File: src/rtl/arb_prio_pkg.sv
package arb_prio_pkg;
  typedef enum logic [0:0] {DG_IDLE = 1'b0, DG_WAIT = 1'b1} dg_state_e;
endpackage

File: src/rtl/arb_cfg_regs.sv
module arb_cfg_regs #(
  parameter int NM = 16,
  parameter int IW = 4,
  parameter int AW = 5,
  parameter int DW = 8,
  parameter int RST_PARK = 2
) (
  input  logic                   clk_i,
  input  logic                   rst_i,
  input  logic                   we_i,
  input  logic [AW-1:0]          addr_i,
  input  logic [DW-1:0]          wdata_i,
  output logic [DW-1:0]          rdata_o,
  output logic [NM-1:0][IW-1:0]  tbl_o,
  output logic [IW-1:0]          park_o,
  output logic                   dly_o
);
  localparam logic [AW-1:0] CFG_ADDR = AW'(NM);

  logic [NM-1:0][IW-1:0] tbl_q;
  logic [IW-1:0]         park_q;
  logic                  dly_q;
  wire                   unused_wbits = ^wdata_i[DW-1:IW+1];

  // one storage slot per priority level, reset to its own level number
  for (genvar l = 0; l < NM; l++) begin : g_lvl
    always_ff @(posedge clk_i) begin
      if (rst_i)
        tbl_q[l] <= IW'(l);
      else if (we_i && addr_i == AW'(l))
        tbl_q[l] <= wdata_i[IW-1:0];
    end
  end

  always_ff @(posedge clk_i) begin
    if (rst_i) begin
      park_q <= IW'(RST_PARK);
      dly_q  <= 1'b0;
    end else if (we_i && addr_i == CFG_ADDR) begin
      park_q <= wdata_i[IW-1:0];
      dly_q  <= wdata_i[IW];
    end
  end

  always_comb begin
    rdata_o = '0;
    if (addr_i < CFG_ADDR)
      rdata_o = DW'(tbl_q[addr_i[IW-1:0]]);
    else if (addr_i == CFG_ADDR)
      rdata_o = DW'({dly_q, park_q});
  end

  assign tbl_o  = tbl_q;
  assign park_o = park_q;
  assign dly_o  = dly_q;

  // field-less bits never read back as one
  p_resv_zero_r3: assert property (@(posedge clk_i) disable iff (rst_i)
    (addr_i < CFG_ADDR) |-> (rdata_o[DW-1:IW] == '0));
  p_cfg_resv_zero_r3: assert property (@(posedge clk_i) disable iff (rst_i)
    (addr_i == CFG_ADDR) |-> (rdata_o[DW-1:IW+1] == '0));
endmodule

File: src/rtl/arb_prio_pick.sv
module arb_prio_pick #(
  parameter int NM = 16,
  parameter int IW = 4
) (
  input  logic                   clk_i,
  input  logic                   rst_i,
  input  logic [NM-1:0]          req_i,
  input  logic [NM-1:0][IW-1:0]  tbl_i,
  input  logic [IW-1:0]          park_i,
  output logic [IW-1:0]          win_o,
  output logic                   hit_o
);
  // walk from the weakest level up so the strongest hit is written last
  always_comb begin
    win_o = park_i;
    hit_o = 1'b0;
    for (int l = NM - 1; l >= 0; l--) begin
      if (req_i[tbl_i[l]]) begin
        win_o = tbl_i[l];
        hit_o = 1'b1;
      end
    end
  end

  // a scan hit always names a master that is requesting
  p_hit_is_req_r4: assert property (@(posedge clk_i) disable iff (rst_i)
    hit_o |-> req_i[win_o]);
  // level 0's master, when requesting, always wins
  p_level0_wins_r4: assert property (@(posedge clk_i) disable iff (rst_i)
    req_i[tbl_i[0]] |-> (win_o == tbl_i[0]));
endmodule

File: src/rtl/arb_data_grant.sv
module arb_data_grant
  import arb_prio_pkg::*;
#(
  parameter int NM = 16,
  parameter int IW = 4
) (
  input  logic           clk_i,
  input  logic           rst_i,
  input  logic           ts_i,
  input  logic           dbusy_i,
  input  logic           dly_i,
  input  logic [IW-1:0]  own_i,
  output logic [NM-1:0]  dbg_o,
  output logic           pend_o
);
  dg_state_e     st_q;
  logic [IW-1:0] pidx_q;
  logic [NM-1:0] dbg_q;
  logic          pend_w, go_now, go_late, issue;
  logic [IW-1:0] who;

  function automatic logic [NM-1:0] idx_to_oh(input logic [IW-1:0] i);
    idx_to_oh = '0;
    idx_to_oh[i] = 1'b1;
  endfunction

  assign pend_w  = (st_q == DG_WAIT);
  assign go_now  = ts_i && !pend_w && !dly_i && !dbusy_i;
  assign go_late = pend_w && !dbusy_i;
  assign issue   = go_now || go_late;
  assign who     = pend_w ? pidx_q : own_i;

  always_ff @(posedge clk_i) begin
    if (rst_i) begin
      st_q   <= DG_IDLE;
      pidx_q <= '0;
      dbg_q  <= '0;
    end else begin
      dbg_q <= issue ? idx_to_oh(who) : '0;
      if (pend_w) begin
        if (!dbusy_i) st_q <= DG_IDLE;
      end else if (ts_i && !go_now) begin
        st_q   <= DG_WAIT;
        pidx_q <= own_i;
      end
    end
  end

  assign dbg_o  = dbg_q;
  assign pend_o = pend_w;

  p_dbg_onehot_r7: assert property (@(posedge clk_i) disable iff (rst_i)
    $onehot0(dbg_o));
  p_fast_grant_r8: assert property (@(posedge clk_i) disable iff (rst_i)
    (ts_i && !pend_w && !dly_i && !dbusy_i) |=> (dbg_o == idx_to_oh($past(own_i))));
  p_min_wait_r9: assert property (@(posedge clk_i) disable iff (rst_i)
    (ts_i && !pend_w && dly_i) |=> (dbg_o == '0 && pend_w));
  p_busy_hold_r10: assert property (@(posedge clk_i) disable iff (rst_i)
    (pend_w && dbusy_i) |=> (dbg_o == '0 && pend_w));
  p_keep_owner_r11: assert property (@(posedge clk_i) disable iff (rst_i)
    (pend_w && dbusy_i && ts_i) |=> (pidx_q == $past(pidx_q)));
endmodule

File: src/rtl/arb_prio_park.sv
module arb_prio_park #(
  parameter int NM = 16,
  parameter int DW = 8,
  parameter int RST_PARK = 2,
  localparam int IW = $clog2(NM),
  localparam int AW = $clog2(NM + 1)
) (
  input  logic          clk_i,
  input  logic          rst_i,
  input  logic [NM-1:0] req_i,
  output logic [NM-1:0] abg_o,
  input  logic          ts_i,
  input  logic          dbusy_i,
  output logic [NM-1:0] dbg_o,
  input  logic          reg_we_i,
  input  logic [AW-1:0] reg_addr_i,
  input  logic [DW-1:0] reg_wdata_i,
  output logic [DW-1:0] reg_rdata_o
);
  logic [NM-1:0][IW-1:0] tbl_w;
  logic [IW-1:0]         park_w, win_w, own_w;
  logic                  dly_w, hit_w, pend_w;
  logic [NM-1:0]         abg_q;

  function automatic logic [NM-1:0] idx_to_oh(input logic [IW-1:0] i);
    idx_to_oh = '0;
    idx_to_oh[i] = 1'b1;
  endfunction

  function automatic logic [IW-1:0] oh_to_idx(input logic [NM-1:0] v);
    oh_to_idx = '0;
    for (int i = 0; i < NM; i++)
      if (v[i]) oh_to_idx = oh_to_idx | IW'(i);
  endfunction

  arb_cfg_regs #(.NM(NM), .IW(IW), .AW(AW), .DW(DW), .RST_PARK(RST_PARK)) u_regs (
    .clk_i(clk_i), .rst_i(rst_i), .we_i(reg_we_i), .addr_i(reg_addr_i),
    .wdata_i(reg_wdata_i), .rdata_o(reg_rdata_o),
    .tbl_o(tbl_w), .park_o(park_w), .dly_o(dly_w));

  arb_prio_pick #(.NM(NM), .IW(IW)) u_pick (
    .clk_i(clk_i), .rst_i(rst_i), .req_i(req_i), .tbl_i(tbl_w),
    .park_i(park_w), .win_o(win_w), .hit_o(hit_w));

  always_ff @(posedge clk_i) begin
    if (rst_i) abg_q <= '0;
    else       abg_q <= idx_to_oh(win_w);
  end

  assign abg_o = abg_q;
  assign own_w = oh_to_idx(abg_q);

  arb_data_grant #(.NM(NM), .IW(IW)) u_dgrant (
    .clk_i(clk_i), .rst_i(rst_i), .ts_i(ts_i), .dbusy_i(dbusy_i),
    .dly_i(dly_w), .own_i(own_w), .dbg_o(dbg_o), .pend_o(pend_w));

  wire unused_pend = pend_w;

  p_abg_onehot_r7: assert property (@(posedge clk_i) disable iff (rst_i)
    $onehot0(abg_o));
  p_park_idle_r6: assert property (@(posedge clk_i) disable iff (rst_i)
    (!hit_w) |=> (abg_o == idx_to_oh($past(park_w))));
  p_scan_reg_r4: assert property (@(posedge clk_i) disable iff (rst_i)
    hit_w |=> abg_o[$past(win_w)]);
  p_post_reset_r1: assert property (@(posedge clk_i)
    rst_i |=> (abg_o == '0 && dbg_o == '0));
endmodule

File: config.mk
export PLATFORM = sky130hd
export DESIGN_NAME = arb_prio_park
export DESIGN_NICKNAME = d
export VERILOG_FILES = /design/src/rtl/arb_prio_pkg.sv /design/src/rtl/arb_cfg_regs.sv /design/src/rtl/arb_prio_pick.sv /design/src/rtl/arb_data_grant.sv /design/src/rtl/arb_prio_park.sv
export SDC_FILE = /design/constraint.sdc
export NUM_CORES = 1
export LEC_CHECK = 0
export ABC_CLOCK_PERIOD_IN_PS = 5050
export BUFFER_PORTS_ARGS = -buffer_cell sky130_fd_sc_hd__buf_4
export CORE_ASPECT_RATIO = 0.9
export CORE_UTILIZATION = 35
export CTS_BUF_LIST = sky130_fd_sc_hd__clkbuf_8
export DETAILED_ROUTE_END_ITERATION = 6
export PLACE_DENSITY = 0.54
export SYNTH_ARGS = -nofsm -noshare
export SYNTH_HDL_FRONTEND = slang
export SYNTH_HIERARCHICAL = 1
export SYNTH_SLANG_ARGS = --single-unit
export TNS_END_PERCENT = 30
File: constraint.sdc
create_clock -name clk_i -period 5.05 [get_ports clk_i]
set_input_delay 1.01 -clock clk_i [delete_from_list [all_inputs] [get_ports clk_i]]
set_output_delay 1.01 -clock clk_i [all_outputs]
set_load 0.02 [all_outputs]
* After elaboration in Yosys (flattened, before gate mapping)
Index checks and enable logic that the tools add are counted.
** Operators by class
- Equality and inequality tests :: 16
- Multiply operators :: 0
- Reduce and logical (&&, ||, !) cells :: 32
- Bitwise logic cells :: 2
- Shift-type cells :: 0
- Divide/modulo/power cells :: 0
- Muxes and demuxes :: 75
- Add/sub/neg operators :: 0
- $lt $le $gt $ge :: 22
** Operators with widths (number)
- $mux W4 :: 26
- $lt A4 B5 Y1 const B :: 19
- $bmux W1 S4 :: 16
- $eq A5 B4 Y1 const B :: 8
- $logic_and A1 B1 Y1 :: 24
- $mux W1 :: 22
- $eq A5 B3 Y1 const B :: 4
- $bmux W4 S4 :: 1
- $mux W3 :: 4
- $eq A5 B2 Y1 const B :: 2
- $demux W1 S4 :: 2
- $ge A4 B1 Y1 const B :: 2
- $mux W8 :: 1
- $eq A5 B1 Y1 const B :: 1
- $eq A5 B5 Y1 const B :: 1
- $logic_not A5 Y1 :: 1
- $lt A5 B5 Y1 const B :: 1
- $mux W5 :: 1
- $logic_not A1 Y1 :: 4
- $mux W2 :: 2
- $not A1 Y1 :: 2
- $reduce_and A2 Y1 :: 1
- $reduce_or A2 Y1 :: 1
- $logic_or A1 B1 Y1 :: 1
** Storage, ports and cells
- Memories :: 0
- Register bits :: 106
- Word-level logic and storage cells :: 169
- Bits in read-only memories :: 0
- Input port bits :: 34
- Output and inout port bits :: 40
- RAM bits :: 0
- Latch bits :: 0

* Depth between registers and ports, before layout
- Depth in word-level cells :: 22
- Mapped depth :: 12
- Gate-level depth less buffers :: 10

* Cells and area by module
Netlist, hierarchy kept.
** Modules (own cells, without submodules)
- arb_prio_pick :: sequential area each 0.0 µm², area each 3821.2 µm², cells an instance 367, times used 1
- arb_cfg_regs :: sequential area each 1381.3 µm², area each 3352.0 µm², cells an instance 393, times used 1
- arb_data_grant :: sequential area each 420.4 µm², area each 850.8 µm², cells an instance 84, times used 1
- arb_prio_park :: sequential area each 320.3 µm², area each 491.7 µm², cells an instance 50, times used 1

* Least setup slack after synthesis
OpenSTA, ideal clock, no wires.
- Path type :: input -> register
- Start point :: input req_i[8]
- End point :: register abg_q[4], in the netlist abg_o[4]
- Setup slack :: 1.583 ns
- Library setup time :: 0.078 ns
- Path buffers :: 2
- Required time :: 4.972 ns
- Stages on the path :: 11
- Arrival :: 3.389 ns
- Cell sequence :: buf_2 > clkbuf_2 > mux4_1 > a31oi_2 > nand3_1 > nor4b_1 > a31oi_1 > nand4_1 > o2bb2ai_1 > or3b_1 > nor3_1
** On the way
- Cells in the longest elaborated chain, start to end :: 22
- Elaborated cells on any way between the ends :: 53
- Classes of those cells :: order compare: 2; mux: 50; reduce/logical: 1
** RTL lines
- start, declared :: RTL line arb_prio_park.sv:10 : input logic [NM-1:0] req_i,
- $bmux W1 S4 :: RTL line arb_prio_pick.sv:18 : if (req_i[tbl_i[l]]) begin
- $mux W1 (implied by the code) :: RTL line arb_prio_pick.sv:18
- $mux W4 (15 in a row) :: RTL line arb_prio_pick.sv:18
- $mux W4 * :: RTL line arb_prio_pick.sv:18
- via win_w[2] :: RTL line arb_prio_park.sv:21 : logic [IW-1:0] park_w, win_w, own_w;
- $lt A4 B5 Y1 (implied by the code) / $ge A4 B1 Y1 (equally long branches) :: RTL line arb_prio_park.sv:27 : idx_to_oh[i] = 1'b1;
- $logic_and A1 B1 Y1 (implied by the code) :: RTL line arb_prio_park.sv:27
- $mux W1 (implied by the code) :: RTL line arb_prio_park.sv:27
- $demux W1 S4 * :: RTL line arb_prio_park.sv:27
- end signal, assigned :: RTL line arb_prio_park.sv:47 : else abg_q <= idx_to_oh(win_w);
- end, declared :: RTL line arb_prio_park.sv:23 : logic [NM-1:0] abg_q;
The timed path passes the listed nets; every way through them passes the cells marked *. The select of a mux whose other input is x is not followed.
A chain may end at the register's enable or synchronous reset.

* Worst setup path after layout
- Start point :: input reg_addr_i[1]
- End point :: output reg_rdata_o[1]
** On the way
- Cells in the longest elaborated chain, start to end :: 3
- Elaborated cells on any way between the ends :: 6
- Classes of those cells :: order compare: 1; eq/ne: 1; mux: 4
** RTL lines
- start, declared :: RTL line arb_prio_park.sv:16 : input logic [AW-1:0] reg_addr_i,
- $bmux W4 S4 / $eq A5 B5 Y1 (equally long branches) :: RTL line arb_cfg_regs.sv:48, arb_cfg_regs.sv:49
- $mux W4 (implied by the code) / $mux W5 (equally long branches) :: RTL line arb_cfg_regs.sv:48, arb_cfg_regs.sv:49
- $mux W8 * :: RTL line arb_cfg_regs.sv:47 : if (addr_i < CFG_ADDR)
- end, declared :: RTL line arb_prio_park.sv:18 : output logic [DW-1:0] reg_rdata_o
Mark *: on every way between the ends. The rest lies on a longest branch, timed or not. The select of a mux whose other input is x is not followed.

==> metrics.txt <==
die area 24900 um2; Routed Antenna Nets 0; PwrDens 198 nW/um2; DR WL/cell 22.3 um; pin count of the biggest net entering global routing 80; Skew-Pair Late Insertion Delay 410 ps; post_cts resized 0; most frequent cells in the layout dfxtp_1 (106), nand2_1 (105), mux2i_1 (84), nor2_1 (76), buf_4 (72); Avg Inst Size Synth 9.53 um2; Hold Buf Count CTS 0; total track usage 21.5%; PnR worst setup slack 1310 ps; # diodes 0; worst-case clock buffer depth 2; CTS tree yes; cell leakage power 3.47 nW; post-DP HPWL 17700 um; Slew @ Worst Pin 983 ps; Setup WS pre-CTS 1090 ps; crit path launch type primary input; Routed WL 26600 um; total gr overflow 0; Clock Tree Root clkbuf_8; failing checks DRC; Iter 0 DRT Violations 596; Die H 150 um; clock skew 21.3 ps; Crit Path Max Fanout 33; FMAX 0.268 GHz; via count 7311; final hold vios 0; Worst EP arrival 2730 ps; Reg clk slew, reported paths 120 ps; Synth-to-Final Area Change 7.00%; Fillers 2369; # setup viols final 0; setup_tns 0 ps; Cell Rows 53; unrepaired setup endpoints after global routing false; Worst EP required 4040 ps; multi-input logic area 5820 um2; PortBufs 67; maxcap violations 0; class of the worst hold path flip-flop to flip-flop; vias in the first global route 6817; vias per cell 6.13; TritonCTS buffer count 9; Max-Slew Margin vs Limit 34.3%; share of cells above drive strength 1 22.0%; VDD IR-drop max 0.117 mV; Pre-antenna DRT Iters 7; Post-layout nets 919; gpl congestion 0.912; Reg area 2120 um2; core area 23600 um2; most common library cell in the layout ignoring fill and taps dfxtp_1; status complete, but fails checks; synthesized cell area 8500 um2; utilization after layout 38.5%; clk sinks 106; initial antenna violation count 0; first-pass GRT wire length 41600 um; Final min period 3740 ps; setup bufs post-CTS 0; Max H-tree Level 3; Mapped Cells 891; CP Capture Type output port; Initial Util 36.0%; # DRC 1; fin. max-slew vios 0; Tcrit/Tclk final 74.0%; Syn. warnings 6; Setup Crit Path Kind primary input to output port; DIE WIDTH 166 um; I/O pins 74
-- through the flow --
stage / instances / hold WS, ps / cell area (um2) / power (mW)
floorplan: 893 / 443 / 8500 / 1.16
global placement: 1176 / 477 / 8890 / 1.27
detailed placement: 1176 / 477 / 8890 / 1.27
CTS: 1192 / 495 / 9090 / 1.82
global route: 1192 / 512 / 9090 / 1.88
finish: 1192 / 495 / 9090 / 1.80
-- critical path: stages --
cell and delay (ps):
buf_4 440, nor2_1 120, and3_1 320, a221oi_1 460, nand2_1 170, buf_4 190
-- flip-flops by register name (all words and copies together) (netlist names) --
register         count
abg_o               16
u_regs/tbl_o        64
u_dgrant/pidx_q      4
u_regs/park_o        4
u_regs/dly_o         1
u_dgrant/dbg_o      16
u_dgrant/pend_o      1
-- power by group --
group          leakage [nW]  switching (mW)  internal (mW)
Clock                0.0960           0.318          0.229
Sequential            0.857          0.0205          0.846
Combinational          2.52           0.227          0.162
-- final cells by class --
cell class | count | share of cell area (%)
inverters | 10 | 0.413
flip-flops and latches | 106 | 23.3
repair buffers | 72 | 5.95
clock buffers | 9 | 1.36
well taps | 302 | 4.16
multi-input cells | 686 | 64.0
clock inverters | 7 | 0.785
-- layer usage --
metal / up-vias / track usage, % / part of all wire, %
li1: 3332 / - / -
met1: 3658 / 30.8 / 47
met2: 295 / 33.9 / 46
met3: 26 / 2.62 / 6.4
met4: 0 / 6.30 / 1.3
met5: - / 0 / 0
-- final timing paths --
path,from,to,slack (ps),cells after the start
worst min register to register,u_regs/park_o[2],u_regs/park_o[2],500,2
worst max register to register,u_regs/tbl_o[41],abg_o[13],1520,10
worst min-delay path,u_regs/park_o[2],u_regs/park_o[2],500,2
worst max-delay path,reg_addr_i[1],reg_rdata_o[1],1310,6
(Power assumes the default switching activity.)
